$ cat config.mk
export PLATFORM = sky130hd
export DESIGN_NAME = smbcfg_slave
export DESIGN_NICKNAME = d
export VERILOG_FILES = /design/src/rtl/smbcfg_pkg.sv /design/src/rtl/smbcfg_line_sync.sv /design/src/rtl/smbcfg_regbank.sv /design/src/rtl/smbcfg_slave.sv
export SDC_FILE = /design/constraint.sdc
export NUM_CORES = 1
export LEC_CHECK = 0
export ABC_AREA = 1
export BUFFER_PORTS_ARGS = -buffer_cell sky130_fd_sc_hd__buf_2
export CAP_MARGIN = 10
export CORE_ASPECT_RATIO = 1.1
export CORE_MARGIN = 5
export CORE_UTILIZATION = 25
export DETAILED_ROUTE_END_ITERATION = 16
export PLACE_DENSITY = 0.4
export RECOVER_POWER = 100
export SLEW_MARGIN = 15
export SYNTH_ARGS = -nofsm -noshare
export SYNTH_HDL_FRONTEND = slang
export SYNTH_SLANG_ARGS = --single-unit
$ cat constraint.sdc
create_clock -name clk -period 3.4 [get_ports clk]
set_clock_uncertainty 0.05 [all_clocks]
set_input_delay 0.68 -clock clk [delete_from_list [all_inputs] [get_ports clk]]
set_output_delay 0.68 -clock clk [all_outputs]
set_load 0.005 [all_outputs]
$ cat src/rtl/smbcfg_pkg.sv
package smbcfg_pkg;

    localparam int OFS_W           = 7;
    localparam int OE_IDX          = 4;
    localparam int SPREAD_MODE_IDX = 1;
    localparam int ID_IDX          = 7;
    localparam int DEVID_IDX       = 8;
    localparam int BC_IDX          = 12;

    typedef enum logic [2:0] {
        PH_IDLE,
        PH_ADDR,
        PH_CMD,
        PH_COUNT,
        PH_WDATA,
        PH_RDATA,
        PH_IGNORE
    } phase_e;

    typedef enum logic [1:0] {
        ST_BITS,
        ST_ACK_SETUP,
        ST_ACK_HOLD
    } stage_e;

    typedef struct packed {
        logic out1_en;
        logic out2_en;
        logic spread_en;
        logic center_spread;
    } ctl_t;

    function automatic logic [7:0] reg_default(input int idx, input logic [7:0] id_byte,
                                               input logic [3:0] dev_nib);
        case (idx)
            OE_IDX:    return 8'h62;
            ID_IDX:    return id_byte;
            DEVID_IDX: return {dev_nib, 4'h0};
            BC_IDX:    return 8'h0F;
            default:   return 8'h00;
        endcase
    endfunction

    function automatic logic [7:0] reg_wmask(input int idx);
        case (idx)
            ID_IDX:    return 8'h00;
            DEVID_IDX: return 8'h0F;
            default:   return 8'hFF;
        endcase
    endfunction

endpackage

$ cat src/rtl/smbcfg_line_sync.sv
module smbcfg_line_sync #(
    parameter int SYNC_STAGES = 2
) (
    input  logic clk,
    input  logic rst,
    input  logic scl_in,
    input  logic sda_in,
    output logic scl_lvl,
    output logic sda_lvl,
    output logic scl_rise,
    output logic scl_fall,
    output logic start_p,
    output logic stop_p
);
    logic [1:0] raw;
    logic [1:0] lvl;
    logic [1:0] prev;

    assign raw = {sda_in, scl_in};

    for (genvar l = 0; l < 2; l++) begin : g_line
        logic [SYNC_STAGES-1:0] pipe;
        always_ff @(posedge clk) begin
            if (rst) begin
                pipe    <= '1;
                prev[l] <= 1'b1;
            end else begin
                pipe    <= {pipe[SYNC_STAGES-2:0], raw[l]};
                prev[l] <= pipe[SYNC_STAGES-1];
            end
        end
        assign lvl[l] = pipe[SYNC_STAGES-1];
    end

    assign scl_lvl  = lvl[0];
    assign sda_lvl  = lvl[1];
    assign scl_rise = lvl[0] & ~prev[0];
    assign scl_fall = ~lvl[0] & prev[0];
    assign start_p  = lvl[0] & prev[0] & prev[1] & ~lvl[1];
    assign stop_p   = lvl[0] & prev[0] & ~prev[1] & lvl[1];
endmodule

$ cat src/rtl/smbcfg_regbank.sv
module smbcfg_regbank
    import smbcfg_pkg::*;
#(
    parameter int         NREGS   = 13,
    parameter logic [7:0] ID_BYTE = 8'h25,
    parameter logic [3:0] DEV_NIB = 4'hA
) (
    input  logic             clk,
    input  logic             rst,
    input  logic             we,
    input  logic [OFS_W-1:0] waddr,
    input  logic [7:0]       wdata,
    input  logic [OFS_W-1:0] raddr,
    output logic [7:0]       rdata,
    output logic [7:0]       byte_count,
    output ctl_t             ctl
);
    logic [7:0] regs [NREGS];

    for (genvar g = 0; g < NREGS; g++) begin : g_reg
        localparam logic [7:0] DEF = reg_default(g, ID_BYTE, DEV_NIB);
        localparam logic [7:0] WM  = reg_wmask(g);
        logic [7:0] q;
        always_ff @(posedge clk) begin
            if (rst)
                q <= DEF;
            else if (we && waddr == OFS_W'(g))
                q <= (q & ~WM) | (wdata & WM);
        end
        assign regs[g] = q;
    end

    always_comb begin
        rdata = 8'h00;
        for (int i = 0; i < NREGS; i++)
            if (raddr == OFS_W'(i)) rdata = regs[i];
    end

    assign byte_count        = regs[BC_IDX];
    assign ctl.out1_en       = regs[OE_IDX][6];
    assign ctl.out2_en       = regs[OE_IDX][5];
    assign ctl.spread_en     = regs[OE_IDX][1];
    assign ctl.center_spread = regs[SPREAD_MODE_IDX][6];

    // a write to the count register lands in the next cycle
    assert_count_write_R2: assert property (@(posedge clk) disable iff (rst)
        (we && waddr == OFS_W'(BC_IDX)) |=> byte_count == $past(wdata));
endmodule

$ cat src/rtl/smbcfg_slave.sv
module smbcfg_slave
    import smbcfg_pkg::*;
#(
    parameter logic [6:0] DEV_ADDR = 7'h69,
    parameter int         NREGS    = 13,
    parameter logic [3:0] REV_CODE = 4'h2,
    parameter logic [3:0] VENDOR   = 4'h5,
    parameter logic [3:0] DEVICE   = 4'hA
) (
    input  logic clk,
    input  logic rst,
    input  logic scl_in,
    input  logic sda_in,
    output logic sda_oe,
    output logic out1_en,
    output logic out2_en,
    output logic spread_en,
    output logic center_spread
);
    localparam logic [7:0] ID_BYTE = {REV_CODE, VENDOR};

    logic scl_lvl, sda_lvl, scl_rise, scl_fall, ev_start, ev_stop;

    smbcfg_line_sync #(.SYNC_STAGES(2)) u_sync (
        .clk(clk), .rst(rst), .scl_in(scl_in), .sda_in(sda_in),
        .scl_lvl(scl_lvl), .sda_lvl(sda_lvl), .scl_rise(scl_rise),
        .scl_fall(scl_fall), .start_p(ev_start), .stop_p(ev_stop)
    );

    phase_e           phase;
    stage_e           stage;
    logic [7:0]       rx_sh, tx_sh, rrem, wrem;
    logic [2:0]       bcnt;
    logic [OFS_W-1:0] ptr;
    logic             ack_drv, slot_master, single_mode, count_pend;

    logic [7:0] rx_byte, rdata, byte_count, next_tx;
    logic       byte_last, active, we;
    ctl_t       ctl;

    assign rx_byte   = {rx_sh[6:0], sda_lvl};
    assign byte_last = (bcnt == 3'd7);
    assign active    = (phase != PH_IDLE) && (phase != PH_IGNORE);
    assign we        = active && !ev_start && !ev_stop && scl_rise && stage == ST_BITS
                       && byte_last && phase == PH_WDATA && wrem != 8'd0;

    smbcfg_regbank #(.NREGS(NREGS), .ID_BYTE(ID_BYTE), .DEV_NIB(DEVICE)) u_bank (
        .clk(clk), .rst(rst), .we(we), .waddr(ptr), .wdata(rx_byte),
        .raddr(ptr), .rdata(rdata), .byte_count(byte_count), .ctl(ctl)
    );

    always_comb begin
        if (count_pend)         next_tx = byte_count;
        else if (rrem != 8'd0)  next_tx = rdata;
        else                    next_tx = 8'hFF;
    end

    always_ff @(posedge clk) begin
        if (rst) begin
            phase <= PH_IDLE;      stage <= ST_BITS;
            rx_sh <= 8'h00;        tx_sh <= 8'hFF;
            rrem <= 8'd0;          wrem <= 8'd0;
            bcnt <= 3'd0;          ptr <= '0;
            ack_drv <= 1'b0;       slot_master <= 1'b0;
            single_mode <= 1'b1;   count_pend <= 1'b0;
            sda_oe <= 1'b0;
        end else if (ev_stop) begin
            phase <= PH_IDLE;  stage <= ST_BITS;  sda_oe <= 1'b0;
        end else if (ev_start) begin
            phase <= PH_ADDR;  stage <= ST_BITS;  bcnt <= 3'd0;  sda_oe <= 1'b0;
        end else if (active && scl_rise) begin
            case (stage)
                ST_BITS: begin
                    rx_sh <= rx_byte;
                    tx_sh <= {tx_sh[6:0], 1'b1};
                    bcnt  <= bcnt + 3'd1;
                    if (byte_last) begin
                        stage       <= ST_ACK_SETUP;
                        slot_master <= (phase == PH_RDATA);
                        ack_drv     <= 1'b1;
                        case (phase)
                            PH_ADDR: begin
                                if (rx_byte[7:1] != DEV_ADDR) begin
                                    ack_drv <= 1'b0;
                                    phase   <= PH_IGNORE;
                                end else if (rx_byte[0]) begin
                                    phase      <= PH_RDATA;
                                    count_pend <= !single_mode;
                                    rrem       <= single_mode ? 8'd1 : 8'd0;
                                end else begin
                                    phase <= PH_CMD;
                                end
                            end
                            PH_CMD: begin
                                single_mode <= rx_byte[7];
                                ptr         <= rx_byte[7] ? rx_byte[6:0] : '0;
                                wrem        <= 8'd1;
                                phase       <= rx_byte[7] ? PH_WDATA : PH_COUNT;
                            end
                            PH_COUNT: begin
                                wrem  <= rx_byte;
                                phase <= PH_WDATA;
                            end
                            PH_WDATA: begin
                                if (wrem != 8'd0) begin
                                    ptr  <= ptr + 1'b1;
                                    wrem <= wrem - 8'd1;
                                end else begin
                                    ack_drv <= 1'b0;
                                    phase   <= PH_IGNORE;
                                end
                            end
                            default: ack_drv <= 1'b0;
                        endcase
                    end
                end
                ST_ACK_HOLD: begin
                    if (slot_master && sda_lvl) phase <= PH_IGNORE;
                end
                default: ;
            endcase
        end else if (active && scl_fall) begin
            case (stage)
                ST_BITS: begin
                    if (phase == PH_RDATA && bcnt != 3'd0) sda_oe <= ~tx_sh[7];
                end
                ST_ACK_SETUP: begin
                    sda_oe <= ack_drv;
                    stage  <= ST_ACK_HOLD;
                end
                default: begin
                    stage <= ST_BITS;
                    bcnt  <= 3'd0;
                    if (phase == PH_RDATA) begin
                        tx_sh  <= next_tx;
                        sda_oe <= ~next_tx[7];
                        if (count_pend) begin
                            count_pend <= 1'b0;
                            rrem       <= byte_count;
                        end else if (rrem != 8'd0) begin
                            rrem <= rrem - 8'd1;
                            ptr  <= ptr + 1'b1;
                        end
                    end else begin
                        sda_oe <= 1'b0;
                    end
                end
            endcase
        end
    end

    assign out1_en       = ctl.out1_en;
    assign out2_en       = ctl.out2_en;
    assign spread_en     = ctl.spread_en;
    assign center_spread = ctl.center_spread;

    // the pull-down is applied only while the serial clock is low
    assert_pull_on_low_R10: assert property (@(posedge clk) disable iff (rst)
        $rose(sda_oe) |-> !scl_lvl);
    // line released whenever the bus is idle
    assert_idle_release_R10: assert property (@(posedge clk) disable iff (rst)
        (phase == PH_IDLE) |-> !sda_oe);
    // an ignored transfer never starts pulling the line
    assert_ignore_quiet_R1: assert property (@(posedge clk) disable iff (rst)
        $rose(sda_oe) |-> phase != PH_IGNORE);
    // stop returns the slave to idle
    assert_stop_idle_R9: assert property (@(posedge clk) disable iff (rst)
        ev_stop |=> phase == PH_IDLE);
    // start opens a fresh address phase with the line released
    assert_start_addr_R9: assert property (@(posedge clk) disable iff (rst)
        ev_start |=> (phase == PH_ADDR && !sda_oe));
endmodule

# After elaboration in Yosys (flattened, before gate mapping)
# Index checks and enable logic that the tools add are counted.
totals:
  latchBits: 0
  romBits: 0
  wordCells: 234
  regBits: 153
  ramBits: 0
  memories: 0
  output_inout_bits: 5
classes:
  div: 0
  shifts: 0
  n_lt_le_gt_ge: 0
  muxes: 80
  n_reduce_logical: 59
  bitwise: 17
  multipliers: 0
  addsub: 4
  eq_ne: 44
ops:
  columns: ["cell", "n"]
  rows:
  - ["$mux 8", 32]
  - ["$mux 7", 10]
  - ["$eq 7x4->1 const B", 5]
  - ["$mux 3", 11]
  - ["$eq 7x3->1 const B", 4]
  - ["$logic_and 1x1->1", 24]
  - ["$pmux 8 s3", 1]
  - ["$reduce_and 6->1", 4]
  - ["$reduce_and 11->1", 2]
  - ["$ne 3x3->1 const B", 6]
  - ["$reduce_bool 3->1", 6]
  - ["$mux 1", 16]
  - ["$reduce_bool 8->1", 2]
  - ["$sub 8x1->8 const B", 2]
  - ["$eq 7x2->1 const B", 2]
  - ["$ne 2x1->1 const B", 7]
  - ["$pmux 7 s2", 1]
  - ["$pmux 3 s4", 1]
  - ["$reduce_and 4->1", 3]
  - ["$ne 2x2->1 const B", 5]
  - ["$reduce_and 10->1", 1]
  - ["$reduce_bool 2->1", 5]
  - ["$eq 3x3->1 const B", 3]
  - ["$not 1->1", 9]
  - ["28 further kinds", 42]

# Longest topological paths before layout
logic_depth:
  word_depth: 20
  ltp_mapped: 21
  depth_no_buf: 21

# By module
# From an unflattened synthesis, not the netlist that was laid out.
hier_totals:
  hier_cells: 1173
  hier_area_um2: 7648.6
modules_own_cells:
  columns: ["module", "cells_each", "seq_area_each_um2", "n_inst", "area_each_um2"]
  rows:
  - ["smbcfg_regbank", 638, 1841.8, 1, 4222.8]
  - ["smbcfg_slave", 511, 1021.0, 1, 3228.1]
  - ["smbcfg_line_sync", 24, 120.1, 1, 197.7]

# Worst setup path before layout
# No wires, ideal clock.
synth_timing:
  path_kind: "register -> register"
  startpoint: "register ptr[0]"
  endpoint: "register tx_sh[6]"
  t_arrival_ns: 1.871
  stages_incl_launch_ff: 19
  path_buffers: 1
  setup_ns: 0.115
  setup_slack_ns: 1.364
  cell_sequence: "dfxtp_1 > inv_1 > ha_1 > inv_1 > nor3_2 > buf_4 > a21oi_1 > o21ai_1 > nand2_1 > nand2_1 > nand2_1 > nand2_1 > nand2_1 > o211ai_2 > nand3_1 > nand2_1 > nand2_1 > nand2_1 > nand2_1"
synth_between:
  elab_chain_cells: 20
  word_cells_on_any_way: 32
  classes_between: "eq/ne: 12; mux: 19; reduce/logical: 1"
synth_lines:
  columns: ["item", "line_no", "rtl"]
  rows:
  - ["start: declaration", "smbcfg_slave.sv:34", "logic [OFS_W-1:0] ptr;"]
  - ["start signal: assignment", "smbcfg_slave.sv:96", "ptr <= rx_byte[7] ? rx_byte[6:0] : '0;"]
  - ["start signal: assignment", "smbcfg_slave.sv:106", "ptr <= ptr + 1'b1;"]
  - ["start signal: assignment", "smbcfg_slave.sv:142", "ptr <= ptr + 1'b1;"]
  - ["$logic_not 7->1", "smbcfg_regbank.sv:36", "if (raddr == OFS_W'(i)) rdata = regs[i];"]
  - ["$mux 8 (12 in series)", "smbcfg_regbank.sv:36", null]
  - ["$mux 8 (*)", "smbcfg_regbank.sv:36", null]
  - ["$mux 8 (*)", "smbcfg_slave.sv:54", "else if (rrem != 8'd0) next_tx = rdata;"]
  - ["$mux 8 (*)", "smbcfg_slave.sv:53", "if (count_pend) next_tx = byte_count;"]
  - ["$mux 8 (*)", "smbcfg_slave.sv:134", "if (phase == PH_RDATA) begin"]
  - ["$mux 8 (*)", "smbcfg_slave.sv:123", "case (stage)"]
  - ["$mux 8 (*)", "smbcfg_slave.sv:122", "end else if (active && scl_fall) begin"]
  - ["$mux 8 (*)", "smbcfg_slave.sv:71", "end else if (active && scl_rise) begin"]
  - ["end signal: assignment", "smbcfg_slave.sv:75", "tx_sh <= {tx_sh[6:0], 1'b1};"]
  - ["end signal: assignment", "smbcfg_slave.sv:135", "tx_sh <= next_tx;"]
  - ["end: declaration", "smbcfg_slave.sv:32", "logic [7:0] rx_sh, tx_sh, rrem, wrem;"]
# Every way passes the cells marked *; elsewhere a longest branch is shown, timed or not. The select of a mux whose other input is x is not followed.
# A chain may end at the register's enable or synchronous reset.

# Final worst setup path
layout_timing:
  startpoint: "register phase[2]"
  endpoint: "register ptr[6]"
layout_between:
  elab_chain_cells: 5
  word_cells_on_any_way: 22
  classes_between: "eq/ne: 10; mux: 4; reduce/logical: 8"
layout_lines:
  columns: ["item", "line_no", "rtl"]
  rows:
  - ["start: declaration", "smbcfg_slave.sv:30", "phase_e phase;"]
  - ["start signal: assignment", "smbcfg_slave.sv:98", "phase <= rx_byte[7] ? PH_WDATA : PH_COUNT;"]
  - ["$ne 3x3->1 (tied with other cells)", "smbcfg_slave.sv:43", "assign active = (phase != PH_IDLE) && (phase != PH_IGNORE);"]
  - ["$logic_and 1x1->1 or $pmux 7 s2 (tied branches)", "smbcfg_slave.sv:43, smbcfg_slave.sv:81", null]
  - ["$logic_and 1x1->1 (tied with other cells)", "smbcfg_slave.sv:71", null]
  - ["$ne 3x3->1 (no source line) (tied with other cells)", null, null]
  - ["$reduce_and 11->1 (no source line) or $mux 7 (tied branches)", null, null]
# Parallel ways exist; a longest one is shown, timed or not. The select of a mux whose other input is x is not followed.

==> out/qor.yml <==
yosys:
  synth_seq_cells: 149
  syn_inst: 1091
  syn-cell-area_sq_um: 7654
  synth.distinct_cells: 47
  syn_nets: 1104
  syn_avg_cell_area_sq_um: 7.015
  ys.flop_type: "dfxtp_1"
  async_flop_share_pct: 0
  synth_top_cell_by_area: "dfxtp_1"
  synthTopCellsByArea: "dfxtp_1, a21oi_1, nand2_1"
  yosys_warnings: 0
  synth_top_area_share_pct: 38.97
  yosysSeqAreaShare_pct: 38.97
  synth_edf_count: 0
global_route:
  overflow: 0
  grt_max_degree: 48
  grt_pass1_wl_mm: 37.23
  grt_pass1_vias: 6592
  antenna_found_initial: 0
  grtUsageTotal_pct: 13.69
routing:
  ant_nets: 0
  vias: 6736
  post_drt_wl_per_cell_um: 15.12
  drt_pass1_iterations: 5
  drt_iter0_drc: 325
  routed_wl_mm: 22.80
  drc_errors: 0
  viasPerCell: 4.467
cells_and_area:
  diodes: 0
  finalNonFillerCells: 1508
  syn_to_final_growth_pct: 12.93
  layout.nets: 1095
  drive_above_1_share_pct: 8.867
  final_common_cell: "a21oi_1"
  final_cell_mix: "a21oi_1, nand2_1, inv_1, dfxtp_1, o21ai_0"
placement:
  dp_hpwl_mm: 15.95
  gp_congestion: 0.7897
  io_buffers: 8
  place_inst: 1477
worst_setup_path:
  rrSetupSlack_ns: 0.51
  critical_path.cell_chain: "nor2_1 > nor3_1 > clkinv_1 > nand3_4 > buf_4 > inv_1 > o21ai_0 > nor2_4 > nand2_1 > o21ai_0 > a21oi_1"
  cp_num_cells: 11
  critPathCaptureType: "register"
  setup.worst_path.start_class: "register"
  r2r_end: "ptr[6]"
  slowest_stage: "o21ai_0"
  cp-endpoint: "ptr[6]"
  critPathArrivalTime_ns: 3.19
  r2r_cells: 11
  slowest_delay_ns: 0.42
  worstPathRequired_ns: 3.70
  critPathTopFamily: "simple AND/OR/NAND/NOR gates"
  critical_path_class: "reg -> reg"
  worstPathMaxFanout: 29
  crit-reg2reg-launch: "phase[2]"
  cpMostUsedCell: "o21ai_0"
  cp_num_buf_inv: 3
  critPathLaunch: "phase[2]"
timing:
  worst_slew_pin_slew_ns: 1.534
  period_share_pct: 85.09
  fin_crit_ns: 2.893
  setup_violations: 0
  fmax_mhz: 345.7
  tns_ns: 0
  slew_violations: 30
  hold_viol: 0
  relSlewSlack_pct: -2.276
  rsz0062_at_grt: "false"
die:
  initial_core_util_pct: 25.22
  dieArea_sq_um: 34220
  die_h_um: 193.5
  coreArea_sq_um: 30350
  io_pins: 9
  rows: 67
  die_w_um: 176.8
outcome:
  status: "finished with violations"
  violations: "capacitance limit, slew limit"
clock_tree:
  cts_buffers: 17
  cts_resized: 0
  post_cts_buffers: 0
  cts_max_path_buffers: 2
  clock_latency_ns: 0.42
  cts_tree: "done"
  clock_sinks: 149
  hold_buffers: 0
  htreeDepth: 4
  cts.clk_slew.worst_paths_ns: 0.06
  clock-root-buffer: "clkbuf_16"
power_and_ir_drop:
  power.leakage_nw: 3.246
  power_density_nw_per_um2: 439.5
  ir_drop_mv: 0.2648
hold_path:
  min_path_type: "reg -> reg"
job:
  drv_cap: 1
cells by family after synthesis:
logic type	Yosys count	share of synthesized area, %
adders and majority gates	9	1.471
buffers and inverters	222	11.90
xor gates and xnor gates	9	1.030
and+or+nand+nor	326	20.37
DFF	149	38.97
AOI/OAI and AO/OA	376	26.25
how the worst min path moves through the flow:
stage / slack (ns) / end / depth (start not counted) / start
2_1_floorplan: 0.34 / u_sync.g_line[0].pipe[1] / 1 / u_sync.g_line[0].pipe[0]
3_3_place_gp: 0.35 / u_sync.g_line[1].pipe[1] / 1 / u_sync.g_line[1].pipe[0]
3_5_place_dp: 0.35 / u_sync.g_line[1].pipe[1] / 1 / u_sync.g_line[1].pipe[0]
4_1_cts: 0.37 / u_sync.g_line[1].pipe[1] / 1 / u_sync.g_line[1].pipe[0]
5_1_grt: 0.37 / u_sync.g_line[1].pipe[0] / 2 / sda_in
6_report: 0.36 / u_sync.g_line[1].pipe[1] / 1 / u_sync.g_line[1].pipe[0]
cell type report:
type                            instances  area (sq um)
Tap cell                              414         518.0
Clock inverter                         12         153.9
Fill cell                            3418         21700
Timing Repair Buffer                   28         201.4
Clock buffer                           19         442.9
Multi-Input combinational cell        720          3719
Inverter                              166         625.6
Sequential cell                       149          2983
per-stage QoR:
step / utilization [%] / setup slack [ns] / area [sq um] / total power, W / hold WS [ns]
global placement: 26.70 / 0.6130 / 8102 / 0.001884 / 0.3454
floorplan: - / 1.364 / 7654 / 0.001851 / 0.3395
global route: 28.48 / 0.2243 / 8643 / 0.003945 / 0.3720
CTS: 28.66 / 0.6249 / 8698 / 0.003855 / 0.3660
detailed placement: 26.70 / 0.6529 / 8102 / 0.001884 / 0.3466
finish: 28.48 / 0.5071 / 8643 / 0.003798 / 0.3619
power by group:
| group | switching [W] | internal [W] | total, W | leakage [nW] |
|---|---|---|---|---|
| clock network | 0.000785 | 0.00117 | 0.00196 | 0.286 |
| logic | 0.0000617 | 0.0000256 | 0.0000874 | 1.76 |
| registers | 0.00000371 | 0.00175 | 0.00175 | 1.20 |
flip-flops by register name, indices dropped and copies added, names as in the netlist:
register / count
u_bank.g.q: 84
rrem: 8
tx_sh: 8
u_bank.byte_count: 8
wrem: 8
ptr: 7
rx_sh: 7
u_sync.g_line.pipe: 4
bcnt: 3
phase: 3
stage: 2
u_sync.prev: 2
ack_drv: 1
count_pend: 1
sda_oe: 1
single_mode: 1
slot_master: 1
cell usage after synthesis (11+ instances only):
cell and count:
a21oi_1 198, nor2_1 59, clkbuf_1 30, o21ai_0 128
o211ai_1 11, nand2_2 13, nand3_1 33, nand2_1 177
inv_1 155, buf_2 17, o21ai_1 12, dfxtp_1 149
metal layers:
| layer | part of all wire, % | GRT usage [%] | wire length, um | vias up |
|---|---|---|---|---|
| li1 | - | - | - | 3555 |
| met1 | 48 | 18.28 | 10890 | 3096 |
| met2 | 49 | 22.73 | 11110 | 68 |
| met3 | 2.1 | 2.557 | 473 | 17 |
| met4 | 1.4 | 3.611 | 328 | 0 |
| met5 | 0 | 0 | 0 | - |
(Power assumes the default switching activity.)
